**src/rtl/lsa_pkg.sv**
```systemverilog
package lsa_pkg;
    localparam int WORD_W  = 32;
    localparam int OPC_W   = 5;
    localparam int RIDX_W  = 5;
    localparam int SHORT_W = 17;
    localparam int LONG_W  = 22;

    typedef enum logic [1:0] {
        ACC_NONE  = 2'd0,
        ACC_LOAD  = 2'd1,
        ACC_STORE = 2'd2,
        ACC_ADDR  = 2'd3
    } acc_kind_e;

    localparam logic [OPC_W-1:0] OPC_LD_DSP = 5'd1;
    localparam logic [OPC_W-1:0] OPC_LD_REL = 5'd2;
    localparam logic [OPC_W-1:0] OPC_ST_DSP = 5'd3;
    localparam logic [OPC_W-1:0] OPC_ST_REL = 5'd4;
    localparam logic [OPC_W-1:0] OPC_LA_DSP = 5'd5;
    localparam logic [OPC_W-1:0] OPC_LA_REL = 5'd6;
endpackage

```
**src/rtl/lsa_decode.sv**
```systemverilog
module lsa_decode
    import lsa_pkg::*;
#(
    parameter int W  = WORD_W,
    parameter int OW = OPC_W,
    parameter int RW = RIDX_W,
    parameter int SW = SHORT_W,
    parameter int LW = LONG_W
) (
    input  logic [W-1:0]  instr,
    output acc_kind_e     kind,
    output logic          use_rel,
    output logic [RW-1:0] ra_idx,
    output logic [RW-1:0] rb_idx,
    output logic [W-1:0]  short_sx,
    output logic [W-1:0]  long_sx
);
    localparam int OP_LSB = W - OW;
    localparam int RA_LSB = OP_LSB - RW;

    logic [OW-1:0] opcode;

    assign opcode = instr[W-1 -: OW];
    assign ra_idx = instr[OP_LSB-1 -: RW];
    assign rb_idx = instr[RA_LSB-1 -: RW];

    // Constant widening: sign-extend when the word is wider than the field.
    generate
        if (W > SW) begin : g_short_ext
            assign short_sx = {{(W-SW){instr[SW-1]}}, instr[SW-1:0]};
        end else begin : g_short_cut
            assign short_sx = instr[W-1:0];
        end
        if (W > LW) begin : g_long_ext
            assign long_sx = {{(W-LW){instr[LW-1]}}, instr[LW-1:0]};
        end else begin : g_long_cut
            assign long_sx = instr[W-1:0];
        end
    endgenerate

    // Opcode classification: access kind and address form.
    always_comb begin
        kind    = ACC_NONE;
        use_rel = 1'b0;
        unique case (opcode)
            OPC_LD_DSP: kind = ACC_LOAD;
            OPC_LD_REL: begin kind = ACC_LOAD;  use_rel = 1'b1; end
            OPC_ST_DSP: kind = ACC_STORE;
            OPC_ST_REL: begin kind = ACC_STORE; use_rel = 1'b1; end
            OPC_LA_DSP: kind = ACC_ADDR;
            OPC_LA_REL: begin kind = ACC_ADDR;  use_rel = 1'b1; end
            default: begin
                kind    = ACC_NONE;
                use_rel = 1'b0;
            end
        endcase
    end
endmodule

```
**src/rtl/lsa_addr_calc.sv**
```systemverilog
module lsa_addr_calc #(
    parameter int W  = 32,
    parameter int RW = 5
) (
    input  logic [RW-1:0] rb_idx,
    input  logic          use_rel,
    input  logic [W-1:0]  base_val,
    input  logic [W-1:0]  pc_next,
    input  logic [W-1:0]  short_sx,
    input  logic [W-1:0]  long_sx,
    output logic [W-1:0]  eff_addr
);
    logic          no_base;
    logic [W-1:0]  base_term;
    logic [W-1:0]  disp_addr;
    logic [W-1:0]  rel_addr;

    // Base index zero means absolute: the register value is not used.
    assign no_base   = (rb_idx == '0);
    assign base_term = no_base ? '0 : base_val;
    assign disp_addr = base_term + short_sx;
    assign rel_addr  = pc_next + long_sx;
    assign eff_addr  = use_rel ? rel_addr : disp_addr;
endmodule

```
**src/rtl/lsa_issue_fsm.sv**
```systemverilog
module lsa_issue_fsm
    import lsa_pkg::*;
#(
    parameter int W  = WORD_W,
    parameter int RW = RIDX_W
) (
    input  logic          clk,
    input  logic          rst,
    input  logic          in_valid,
    input  acc_kind_e     kind,
    input  logic [W-1:0]  eff_addr,
    input  logic [RW-1:0] ra_idx,
    output logic          mem_req,
    output logic          mem_we,
    output logic [W-1:0]  mem_addr,
    output logic [RW-1:0] dst_idx,
    output logic          wb_en,
    output logic [W-1:0]  wb_data
);
    typedef enum logic {
        ST_IDLE  = 1'b0,
        ST_ISSUE = 1'b1
    } issue_state_e;

    issue_state_e  state, state_nx;
    acc_kind_e     cap_kind;
    logic [W-1:0]  cap_addr;
    logic [RW-1:0] cap_idx;
    logic          take;

    assign take = in_valid && (kind != ACC_NONE);

    // Next-state logic: T_ACCEPT, T_REFIRE, T_RETIRE, T_DROP.
    always_comb begin
        state_nx = state;
        unique case (state)
            ST_IDLE:  state_nx = take ? ST_ISSUE : ST_IDLE;
            ST_ISSUE: state_nx = take ? ST_ISSUE : ST_IDLE;
            default:  state_nx = ST_IDLE;
        endcase
    end

    // State register.
    always_ff @(posedge clk) begin
        if (rst) state <= ST_IDLE;
        else     state <= state_nx;
    end

    // Capture of one request per accepted strobe.
    always_ff @(posedge clk) begin
        if (rst) begin
            cap_kind <= ACC_NONE;
            cap_addr <= '0;
            cap_idx  <= '0;
        end else if (take) begin
            cap_kind <= kind;
            cap_addr <= eff_addr;
            cap_idx  <= ra_idx;
        end
    end

    // Output process: flags from the state, payload from the captured registers.
    always_comb begin
        mem_req  = 1'b0;
        mem_we   = 1'b0;
        wb_en    = 1'b0;
        mem_addr = cap_addr;
        wb_data  = cap_addr;
        dst_idx  = cap_idx;
        unique case (state)
            ST_IDLE: begin
                mem_req = 1'b0;
            end
            ST_ISSUE: begin
                mem_req = (cap_kind == ACC_LOAD) || (cap_kind == ACC_STORE);
                mem_we  = (cap_kind == ACC_STORE);
                wb_en   = (cap_kind == ACC_ADDR);
            end
            default: begin
                mem_req = 1'b0;
            end
        endcase
    end

    // with no strobe, nothing is presented next cycle
    a_r10_one_shot: assert property (@(posedge clk) disable iff (rst)
        !in_valid |=> (!mem_req && !wb_en));

    // a strobe with a non-memory opcode produces nothing
    a_r9_drop_other: assert property (@(posedge clk) disable iff (rst)
        (in_valid && kind == ACC_NONE) |=> (!mem_req && !wb_en));

    // every memory-class strobe yields a result next cycle
    a_r11_each_strobe: assert property (@(posedge clk) disable iff (rst)
        (in_valid && kind != ACC_NONE) |=> (mem_req || wb_en));

    // an address write-back never also requests memory
    a_r8_exclusive: assert property (@(posedge clk) disable iff (rst)
        !(mem_req && wb_en));

    // a write is only flagged within a request
    a_r7_we_in_req: assert property (@(posedge clk) disable iff (rst)
        mem_we |-> mem_req);
endmodule

```
**src/rtl/lsa_unit.sv**
```systemverilog
module lsa_unit
    import lsa_pkg::*;
#(
    parameter int W  = WORD_W,
    parameter int OW = OPC_W,
    parameter int RW = RIDX_W,
    parameter int SW = SHORT_W,
    parameter int LW = LONG_W
) (
    input  logic          clk,
    input  logic          rst,
    input  logic          in_valid,
    input  logic [W-1:0]  instr,
    input  logic [W-1:0]  pc_next,
    input  logic [W-1:0]  base_val,
    output logic          mem_req,
    output logic          mem_we,
    output logic [W-1:0]  mem_addr,
    output logic [RW-1:0] dst_idx,
    output logic          wb_en,
    output logic [W-1:0]  wb_data
);
    acc_kind_e     kind;
    logic          use_rel;
    logic [RW-1:0] ra_idx;
    logic [RW-1:0] rb_idx;
    logic [W-1:0]  short_sx;
    logic [W-1:0]  long_sx;
    logic [W-1:0]  eff_addr;

    lsa_decode #(.W(W), .OW(OW), .RW(RW), .SW(SW), .LW(LW)) u_dec (
        .instr    (instr),
        .kind     (kind),
        .use_rel  (use_rel),
        .ra_idx   (ra_idx),
        .rb_idx   (rb_idx),
        .short_sx (short_sx),
        .long_sx  (long_sx)
    );

    lsa_addr_calc #(.W(W), .RW(RW)) u_calc (
        .rb_idx   (rb_idx),
        .use_rel  (use_rel),
        .base_val (base_val),
        .pc_next  (pc_next),
        .short_sx (short_sx),
        .long_sx  (long_sx),
        .eff_addr (eff_addr)
    );

    lsa_issue_fsm #(.W(W), .RW(RW)) u_fsm (
        .clk      (clk),
        .rst      (rst),
        .in_valid (in_valid),
        .kind     (kind),
        .eff_addr (eff_addr),
        .ra_idx   (ra_idx),
        .mem_req  (mem_req),
        .mem_we   (mem_we),
        .mem_addr (mem_addr),
        .dst_idx  (dst_idx),
        .wb_en    (wb_en),
        .wb_data  (wb_data)
    );

    // absolute displacement addresses lie in the top or bottom 64 KiB
    a_r3_abs_range: assert property (@(posedge clk) disable iff (rst)
        (in_valid && kind != ACC_NONE && !use_rel && rb_idx == '0)
        |=> ((mem_addr[W-1:SW-1] == '0) || (mem_addr[W-1:SW-1] == '1)));

    // the index presented is the one carried by the accepted instruction
    a_r2_dst_index: assert property (@(posedge clk) disable iff (rst)
        (in_valid && kind != ACC_NONE) |=> (dst_idx == $past(instr[W-OW-1 -: RW])));
endmodule

```
**config.mk**
```make
export PLATFORM = sky130hd
export DESIGN_NAME = lsa_unit
export DESIGN_NICKNAME = d
export VERILOG_FILES = /design/src/rtl/lsa_pkg.sv /design/src/rtl/lsa_decode.sv /design/src/rtl/lsa_addr_calc.sv /design/src/rtl/lsa_issue_fsm.sv /design/src/rtl/lsa_unit.sv
export SDC_FILE = /design/constraint.sdc
export NUM_CORES = 1
export LEC_CHECK = 0
export BUFFER_PORTS_ARGS = -buffer_cell sky130_fd_sc_hd__clkbuf_2
export CAP_MARGIN = 10
export CORE_UTILIZATION = 40
export DETAILED_ROUTE_END_ITERATION = 6
export HOLD_SLACK_MARGIN = 0.05
export PLACE_DENSITY = 0.67
export SETUP_SLACK_MARGIN = 0.3
export SYNTH_ARGS = -nofsm -noshare
export SYNTH_HDL_FRONTEND = slang
export SYNTH_SLANG_ARGS = --single-unit
```
**constraint.sdc**
```tcl
create_clock -name clk -period 3.56 [get_ports clk]
set_input_delay 0.178 -clock clk [delete_from_list [all_inputs] [get_ports clk]]
set_output_delay 0.178 -clock clk [all_outputs]
set_load 0.03 [all_outputs]
```
## Word level (Yosys, flattened, before mapping)

Cells that the tools add are included.

- Reduce and logical (&&, ||, !) cells: 8
- Bitwise operators: 1
- Eq/ne operators: 9
- Mux-type cells: 8
- $add $sub $neg: 2

Operators with widths:

| operator | number |
|---|---|
| $add 32x32->32 | 2 |
| $mux 32 | 2 |
| $eq 5x3->1 const B | 3 |
| $eq 5x2->1 const B | 2 |
| $pmux 2 s3 | 1 |
| $reduce_or 2->1 | 3 |
| $eq 5x1->1 const B | 1 |
| $logic_not 5->1 | 1 |
| $eq 2x2->1 const B | 2 |
| $mux 1 | 4 |
| $reduce_or 3->1 | 1 |
| $eq 2x1->1 const B | 1 |
| $pmux 1 s2 | 1 |
| $reduce_bool 2->1 | 1 |
| $logic_and 1x1->1 | 1 |
| $logic_or 1x1->1 | 1 |
| $not 1->1 | 1 |

- Logic and storage cells: 32
- Bits in registers: 40
- Input port bits: 99
- Output and inout port bits: 72

## Depth between registers and ports, before layout

Gate-level depths: netlist of run 1.

- Depth in word-level cells: 6
- Mapped depth: 16
- Depth with buffers taken out: 14

## Hierarchy

Synthesis of run 1 repeated with hierarchy kept, for this count alone.

- Cells, all modules: 840
- Area, all modules: 6467.5 um^2

Modules (own cells, without submodules):

| module | area each (um^2) | seq. area each (um^2) | cells an instance | instances |
|---|---|---|---|---|
| lsa_addr_calc | 3803.6 | 0.0 | 549 | 1 |
| lsa_issue_fsm | 2053.2 | 800.8 | 209 | 1 |
| lsa_decode | 610.6 | 0.0 | 82 | 1 |

## Least setup slack after synthesis of run 1

OpenSTA, ideal clock, no wires.

- Path type: input -> register
- From: input port instr[17]
- To: register u_fsm.cap_addr[24], in the netlist u_fsm.mem_addr[24]
- Library setup time: 0.112 ns
- Required time: 3.448 ns
- Arrival time: 3.573 ns
- Stages: 14
- Setup slack: -0.125 ns
- Buffers on the path: 1
- Path through: or4_1 > nor2_1 > clkbuf_1 > nor2b_1 > fa_1 > a211o_1 > o211ai_1 > a2111oi_4 > a211oi_2 > o21ai_1 > a2111oi_0 > a41o_1 > a2111oi_0 > a2111oi_1

- Word-level cells in the longest chain between the ends: 4
- Elaborated cells on any way between the ends: 5
- Those cells by class: add/sub: 2; mux: 2; reduce/logical: 1

RTL lines:

| what | RTL line | text |
|---|---|---|
| from (decl) | lsa_unit.sv:13 | `input logic [W-1:0] instr,` |
| $logic_not 5->1 | lsa_addr_calc.sv:19 | `assign no_base = (rb_idx == '0);` |
| $mux 32 | lsa_addr_calc.sv:20 | `assign base_term = no_base ? '0 : base_val;` |
| $add 32x32->32 | lsa_addr_calc.sv:21 | `assign disp_addr = base_term + short_sx;` |
| $mux 32 * | lsa_addr_calc.sv:23 | `assign eff_addr = use_rel ? rel_addr : disp_addr;` |
| to (signal assigned) | lsa_issue_fsm.sv:57 | `cap_addr <= eff_addr;` |
| to (decl) | lsa_issue_fsm.sv:27 | `logic [W-1:0] cap_addr;` |

Mark *: on every way between the ends. The rest lies on a longest branch, timed or not.
A chain may end at the register's enable or synchronous reset.

## Worst setup path after layout of run 1

- From: input port instr[21]
- To: register u_fsm.cap_addr[28], in the netlist u_fsm.mem_addr[28]

Same word-level chain as after synthesis.

==> qor.csv, run 1 <==
metric,value,unit
viasPerCell,5.499,
dp_hpwl,13710,um
cts_buffers,5,
tns,0,ns
overflow,0,
synth_nets,933,
cap_viol_max_count,0,
p_leak,3.385,nW
fmax,294.2,MHz
rsz0062_at_grt,true,
synth-main-ff-cell,dfxtp_1,
grt_first_pass_wirelength,26700,um
die-area,14500,sq um
clkLatencyLatePin,0.27,ns
yosysWarnings,0,
hold_viol_final,0,
drv_slew,0,
synthTopCellsByArea,"dfxtp_1, ha_1, a21oi_1",
fin_nets,1113,
grt_pass1_vias,5424,
tightest_slew,0.9379,ns
io_pins,171,
clock_tree.root_cell,clkbuf_16,
die_w,120.4,um
period_share,0.9548,
synth_most_common_cell,nor2_1,
power.density,278.8,nW/um^2
hold-worst-slack,0.1221,ns
area_growth,29.44,%
num_vias,6181,
yosys.area.top_type_share,0.1427,
crit_fanout,5,
antenna_found_initial,0,
core-area,13450,sq um
p_total,2.024,mW
worst_setup_path_end_kind,flip-flop,
syn-instance-count,768,
status,"finished, final reports clean",
insertedDiodeCount,0,
start_util,0.4170,
cts_tree,yes,
crit_path_start_kind,input port,
ctsLongestPathBuffers,2,
ant_nets,0,
slew_headroom,0.3747,
portBuffers,170,
synthArstFlopShare,0,
htree_num_levels,2,
avgSynthCellArea,7.305,sq um
fp.dieH,120.4,um
syn_area,5610,sq um
globalplace.congestion,0.9267,
arrival,3.58,ns
synth_common_cells,"nor2_1, a21oi_1, ha_1",
synth_edf_count,0,
yosysUniqueCellTypes,71,
drive_gt1_frac,0.3207,
routed_wl,17150,um
yosysSeqAreaShare,0.1427,
track_usage,0.2273,
finalSetupViolCount,0,
drt_pass1_iterations,5,
clock-sinks,40,
worstHoldPathType,in2reg,
critPathKind,in2reg,
path_clk_slew,0.06,ns
rows,42,
cts_hold_buffers,0,
clock_skew,0,ns
synth_top_cell_by_area,dfxtp_1,
drc,0,
first_iter_violations,387,
grt_max_degree,42,
nFillCells,1315,
peakVddDrop,0.0001793,V
critPathRequiredTime,3.74,ns
wire_per_inst,15.26,um
finalCriticalPeriod,3.399,ns
ys_ff_latch,40,
cell type report:
type                       instances  area (sq um)  area share
inverter                          16         60.06    0.008270
multi-input combinational        644          4599      0.6334
clock inverter                     1         5.005   0.0006892
sequential                        40         800.8      0.1103
tap                              176         220.2     0.03032
timing repair buffer             241          1448      0.1993
clock buffer                       6         128.9     0.01775
per-layer routing:
| metal | vias to the layer above | wire (um) | global-route usage |
|---|---|---|---|
| met5 | - | 0 | 0 |
| met4 | 0 | 235 | 0.04630 |
| met3 | 19 | 1151 | 0.01934 |
| met2 | 244 | 7186 | 0.3434 |
| met1 | 2763 | 8574 | 0.3467 |
| li1 | 3155 | - | - |
flip-flops by register name, summed over array words and instances, names as in the netlist:
| signal | flops |
|---|---|
| u_fsm.cap_kind | 2 |
| u_fsm.state | 1 |
| u_fsm.mem_addr | 32 |
| u_fsm.dst_idx | 5 |
path summary, 6_finish.rpt:
| check | slack, ns | startpoint | endpoint | cells past startpoint |
|---|---|---|---|---|
| worst max-delay path | 0.16 | instr[21] | u_fsm.mem_addr[28]$_SDFFE_PP0P_ | 17 |
| worst min-delay path | 0.12 | instr[25] | u_fsm.dst_idx[3]$_SDFFE_PP0P_ | 3 |
| worst max register to register | 2.64 | u_fsm.mem_addr[30]$_SDFFE_PP0P_ | u_fsm.mem_addr[30]$_SDFFE_PP0P_ | 4 |
| worst min register to register | 0.45 | u_fsm.dst_idx[2]$_SDFFE_PP0P_ | u_fsm.dst_idx[2]$_SDFFE_PP0P_ | 2 |
report_power, final:
group	total (mW)	switching [mW]	internal, mW
Sequential	0.483	0.0158	0.467
Clock	0.422	0.168	0.255
Combinational	1.12	0.637	0.482
timing repair:
item / 4_1_cts / 5_1_grt
pin swaps: 6 / 27
gates resized for setup: 8 / 53
setup endpoints to repair: 13 / 20
setup buffers: 6 / 13
endpoints found under the hold margin: 0 / 0
layout by cell type (no fill, tap or decap), drive strengths merged, types with 6 or more instances in the layout:
cell type / instances
a211oi: 22
clkbuf: 175
buf: 72
nor2: 80
nor2b: 38
xor2: 20
a21o: 31
nand3: 20
nand2b: 10
a31oi: 6
o211ai: 9
nand2: 62
dfxtp: 40
a311oi: 8
and3: 8
ha: 64
a2111oi: 8
nand4: 8
a21oi: 78
o21bai: 6
o21ai: 43
xnor2: 28
nor3: 24
inv: 16
metrics by stage:
step	utilization	instances	cell area, sq um	worst slack, ns
6_report	0.5398	1124	7262	0.1609
5_1_grt	0.5398	1124	7262	-0.03158
4_1_cts	0.5165	1111	6948	0.1930
3_5_place_dp	0.5015	1098	6746	-0.1574
3_3_place_gp	0.5015	1098	6746	-0.1150
2_1_floorplan	-	768	5682	0.2883
kinds of logic after synthesis:
group,count (synthesis),synth area share
compound gates,256,0.3111
flops,40,0.1427
xor+xnor,48,0.07493
simple gates,273,0.2384
fa+ha+maj,66,0.1499
buf+inv,84,0.08118
mux,1,0.001784
critical path, cell delays in order:
cell,delay (ns)
buf_6,0.09
or4_4,0.54
nor2_4,0.14
buf_12,0.13
buf_6,0.10
nor2b_1,0.04
ha_1,0.31
a211o_1,0.12
o211ai_1,0.21
a2111oi_4,0.43
a211oi_2,0.10
o41a_1,0.43
o21ai_2,0.20
buf_4,0.15
xor2_1,0.13
nor2_1,0.06
a2111oi_2,0.19
(Power assumes the default switching activity.)
==> run 2, diff against run 1 <==
--- a/config.mk
+++ b/config.mk
@@ -11,7 +11,6 @@
 export DETAILED_ROUTE_END_ITERATION = 6
 export HOLD_SLACK_MARGIN = 0.05
 export PLACE_DENSITY = 0.67
-export SETUP_SLACK_MARGIN = 0.3
 export SYNTH_ARGS = -nofsm -noshare
 export SYNTH_HDL_FRONTEND = slang
 export SYNTH_SLANG_ARGS = --single-unit
==> constraint.sdc (replaced) <==
create_clock -name clk -period 3.56 [get_ports clk]
set_input_delay 0.534 -clock clk [delete_from_list [all_inputs] [get_ports clk]]
set_output_delay 0.534 -clock clk [all_outputs]
set_load 0.03 [all_outputs]
==> run 2 against run 1 <==
Net effect: the run now ends with negative setup slack left; sequential share of layout area shrank 0.48 points; register-to-register slack about the same; wire length increased by 1.1%; critical path depth shrank 1; clock power increased by 29%; first-iteration DRC count fell by 2.6%; final cell count grew 3.1%; largest power group unchanged.
==> qor.csv, run 2 (synthesized netlist as in run 1, its figures left out) <==
metric,value,unit
place_inst,1137,
status,"complete, but fails checks",
wire_per_inst,14.96,um
tns,-0.1144,ns
critPathKind,in2reg,
worst_setup_path_end_kind,flip-flop,
clock-sinks,40,
peakVddDrop,0.0001509,V
worst-path-buf-inv,2,
viasPerCell,5.484,
portBuffers,170,
num_vias,6356,
clock_skew,0,ns
track_usage,0.2332,
hold_viol_final,0,
arrival,3.77,ns
drv_slew,0,
first_iter_violations,377,
clock_tree.root_cell,clkbuf_16,
routed_wl,17340,um
final_cell_mix,"clkbuf_2, buf_4, nor2_1",
drive_gt1_frac,0.3530,
slew_headroom,0.5357,
overflow,0,
crit_chain,buf_6 -> or4_4 -> nor2_4 -> buf_12 -> nor2b_4 -> ha_4 -> fa_2 -> a211o_1 -> o211ai_1 -> a2111oi_4 -> a211oi_2 -> o41a_1 -> o21ai_2 -> a2111oi_2 -> a41o_1 -> a31oi_1,
power.density,290.5,nW/um^2
grt_pass1_vias,5572,
core-area,13450,sq um
area_growth,35.28,%
fin_nets,1147,
drc,0,
path_delay_family,compound AO/OA/AOI/OAI gates,
grt_max_degree,30,
antenna_found_initial,0,
crit_fanout,5,
max_stage_delay,0.54,ns
start_util,0.4170,
final_cells,1159,
largest_reg_flops,32,
ctsLongestPathBuffers,2,
cts_hold_buffers,0,
ant_nets,0,
htree_num_levels,2,
tightest_slew,0.6892,ns
grt_first_pass_wirelength,27430,um
period_share,1.018,
fmax,275.9,MHz
fin_ws,-0.06440,ns
cap_viol_max_count,0,
rows,42,
worstHoldPathType,reg2reg,
critPathRequiredTime,3.70,ns
violations,negative setup slack,
fin_util,0.5642,
crit_path_top_delay_cell,or4_4,
rsz0062_at_grt,true,
cts_buffers,5,
die_w,120.4,um
crit_path_start_kind,input port,
fp.dieH,120.4,um
cts_tree,yes,
nFillCells,1324,
drt_pass1_iterations,5,
final_common_cell,clkbuf_2,
die-area,14500,sq um
path_clk_slew,0.06,ns
globalplace.congestion,0.9282,
p_leak,3.589,nW
clkLatencyLatePin,0.28,ns
finalCriticalPeriod,3.624,ns
io_pins,171,
finalSetupViolCount,3,
dp_hpwl,14270,um
insertedDiodeCount,0,
[run 2: cell types whose count changed in the layout (fill, tap and decap cells not counted), sizes merged]
| cell | before | now |
|---|---|---|
| buf | 72 | 106 |
| clkbuf | 175 | 176 |
| clkinv | 1 | 0 |
| bufinv | 0 | 1 |
[run 2: final timing paths]
check	from	end	slack, ns	cells after the start
setup / recovery	instr[21]	u_fsm.mem_addr[30]$_SDFFE_PP0P_	-0.06	16
hold / removal	u_fsm.dst_idx[2]$_SDFFE_PP0P_	u_fsm.dst_idx[2]$_SDFFE_PP0P_	0.45	2
setup reg to reg	u_fsm.mem_addr[30]$_SDFFE_PP0P_	u_fsm.mem_addr[30]$_SDFFE_PP0P_	2.64	4
hold reg to reg	u_fsm.dst_idx[2]$_SDFFE_PP0P_	u_fsm.dst_idx[2]$_SDFFE_PP0P_	0.45	2
[run 2: stage by stage]
step | worst slack [ns] | instance area [sq um] | power (mW) | hold WS [ns]
after floorplan | -0.03844 | 5692 | 1.220 | 0.4492
final | -0.06440 | 7590 | 2.205 | 0.4520
after global routing | -0.2062 | 7590 | 2.338 | 0.4839
after CTS | -0.09605 | 7271 | 2.132 | 0.4544
after detailed placement | -0.4530 | 7037 | 1.575 | 0.4465
after global placement | -0.3950 | 7037 | 1.569 | 0.4429
[run 2: what timing repair did]
item	in CTS	in global routing
pin swaps	5	30
setup buffers	3	11
setup endpoints to repair	13	23
resized for setup	6	54
[run 2: tightest hold or removal path, cell delays in order, from the launching register on]
cell	delay, ns
dfxtp_1	0.30
nand2_1	0.05
a21oi_1	0.05
[run 2: report_power, final]
| group | switching, mW | internal (mW) | leakage, nW | total, mW |
|---|---|---|---|---|
| Combinational | 0.659 | 0.520 | 3.17 | 1.18 |
| Clock | 0.175 | 0.369 | 0.0901 | 0.544 |
| Sequential | 0.0152 | 0.467 | 0.325 | 0.482 |
| Total | 0.849 | 1.36 | 3.59 | 2.21 |
[run 2: routing by layer]
| layer | global-route usage | part of all wire | up-vias |
|---|---|---|---|
| met1 | 0.3518 | 0.51 | 2893 |
| met3 | 0.01321 | 0.059 | 12 |
| met5 | 0 | 0 | - |
| met4 | 0.05401 | 0.011 | 0 |
| met2 | 0.3592 | 0.42 | 241 |
| li1 | - | - | 3210 |
[run 2: final cells by class]
cell class,count,area [sq um],area share
inverters,16,60.06,0.007913
multi-input cells,644,4649,0.6126
clock buffers,7,152.6,0.02011
flip-flops and latches,40,800.8,0.1055
repair buffers,275,1677,0.2209
clock inverters,1,30.03,0.003956
well taps,176,220.2,0.02901
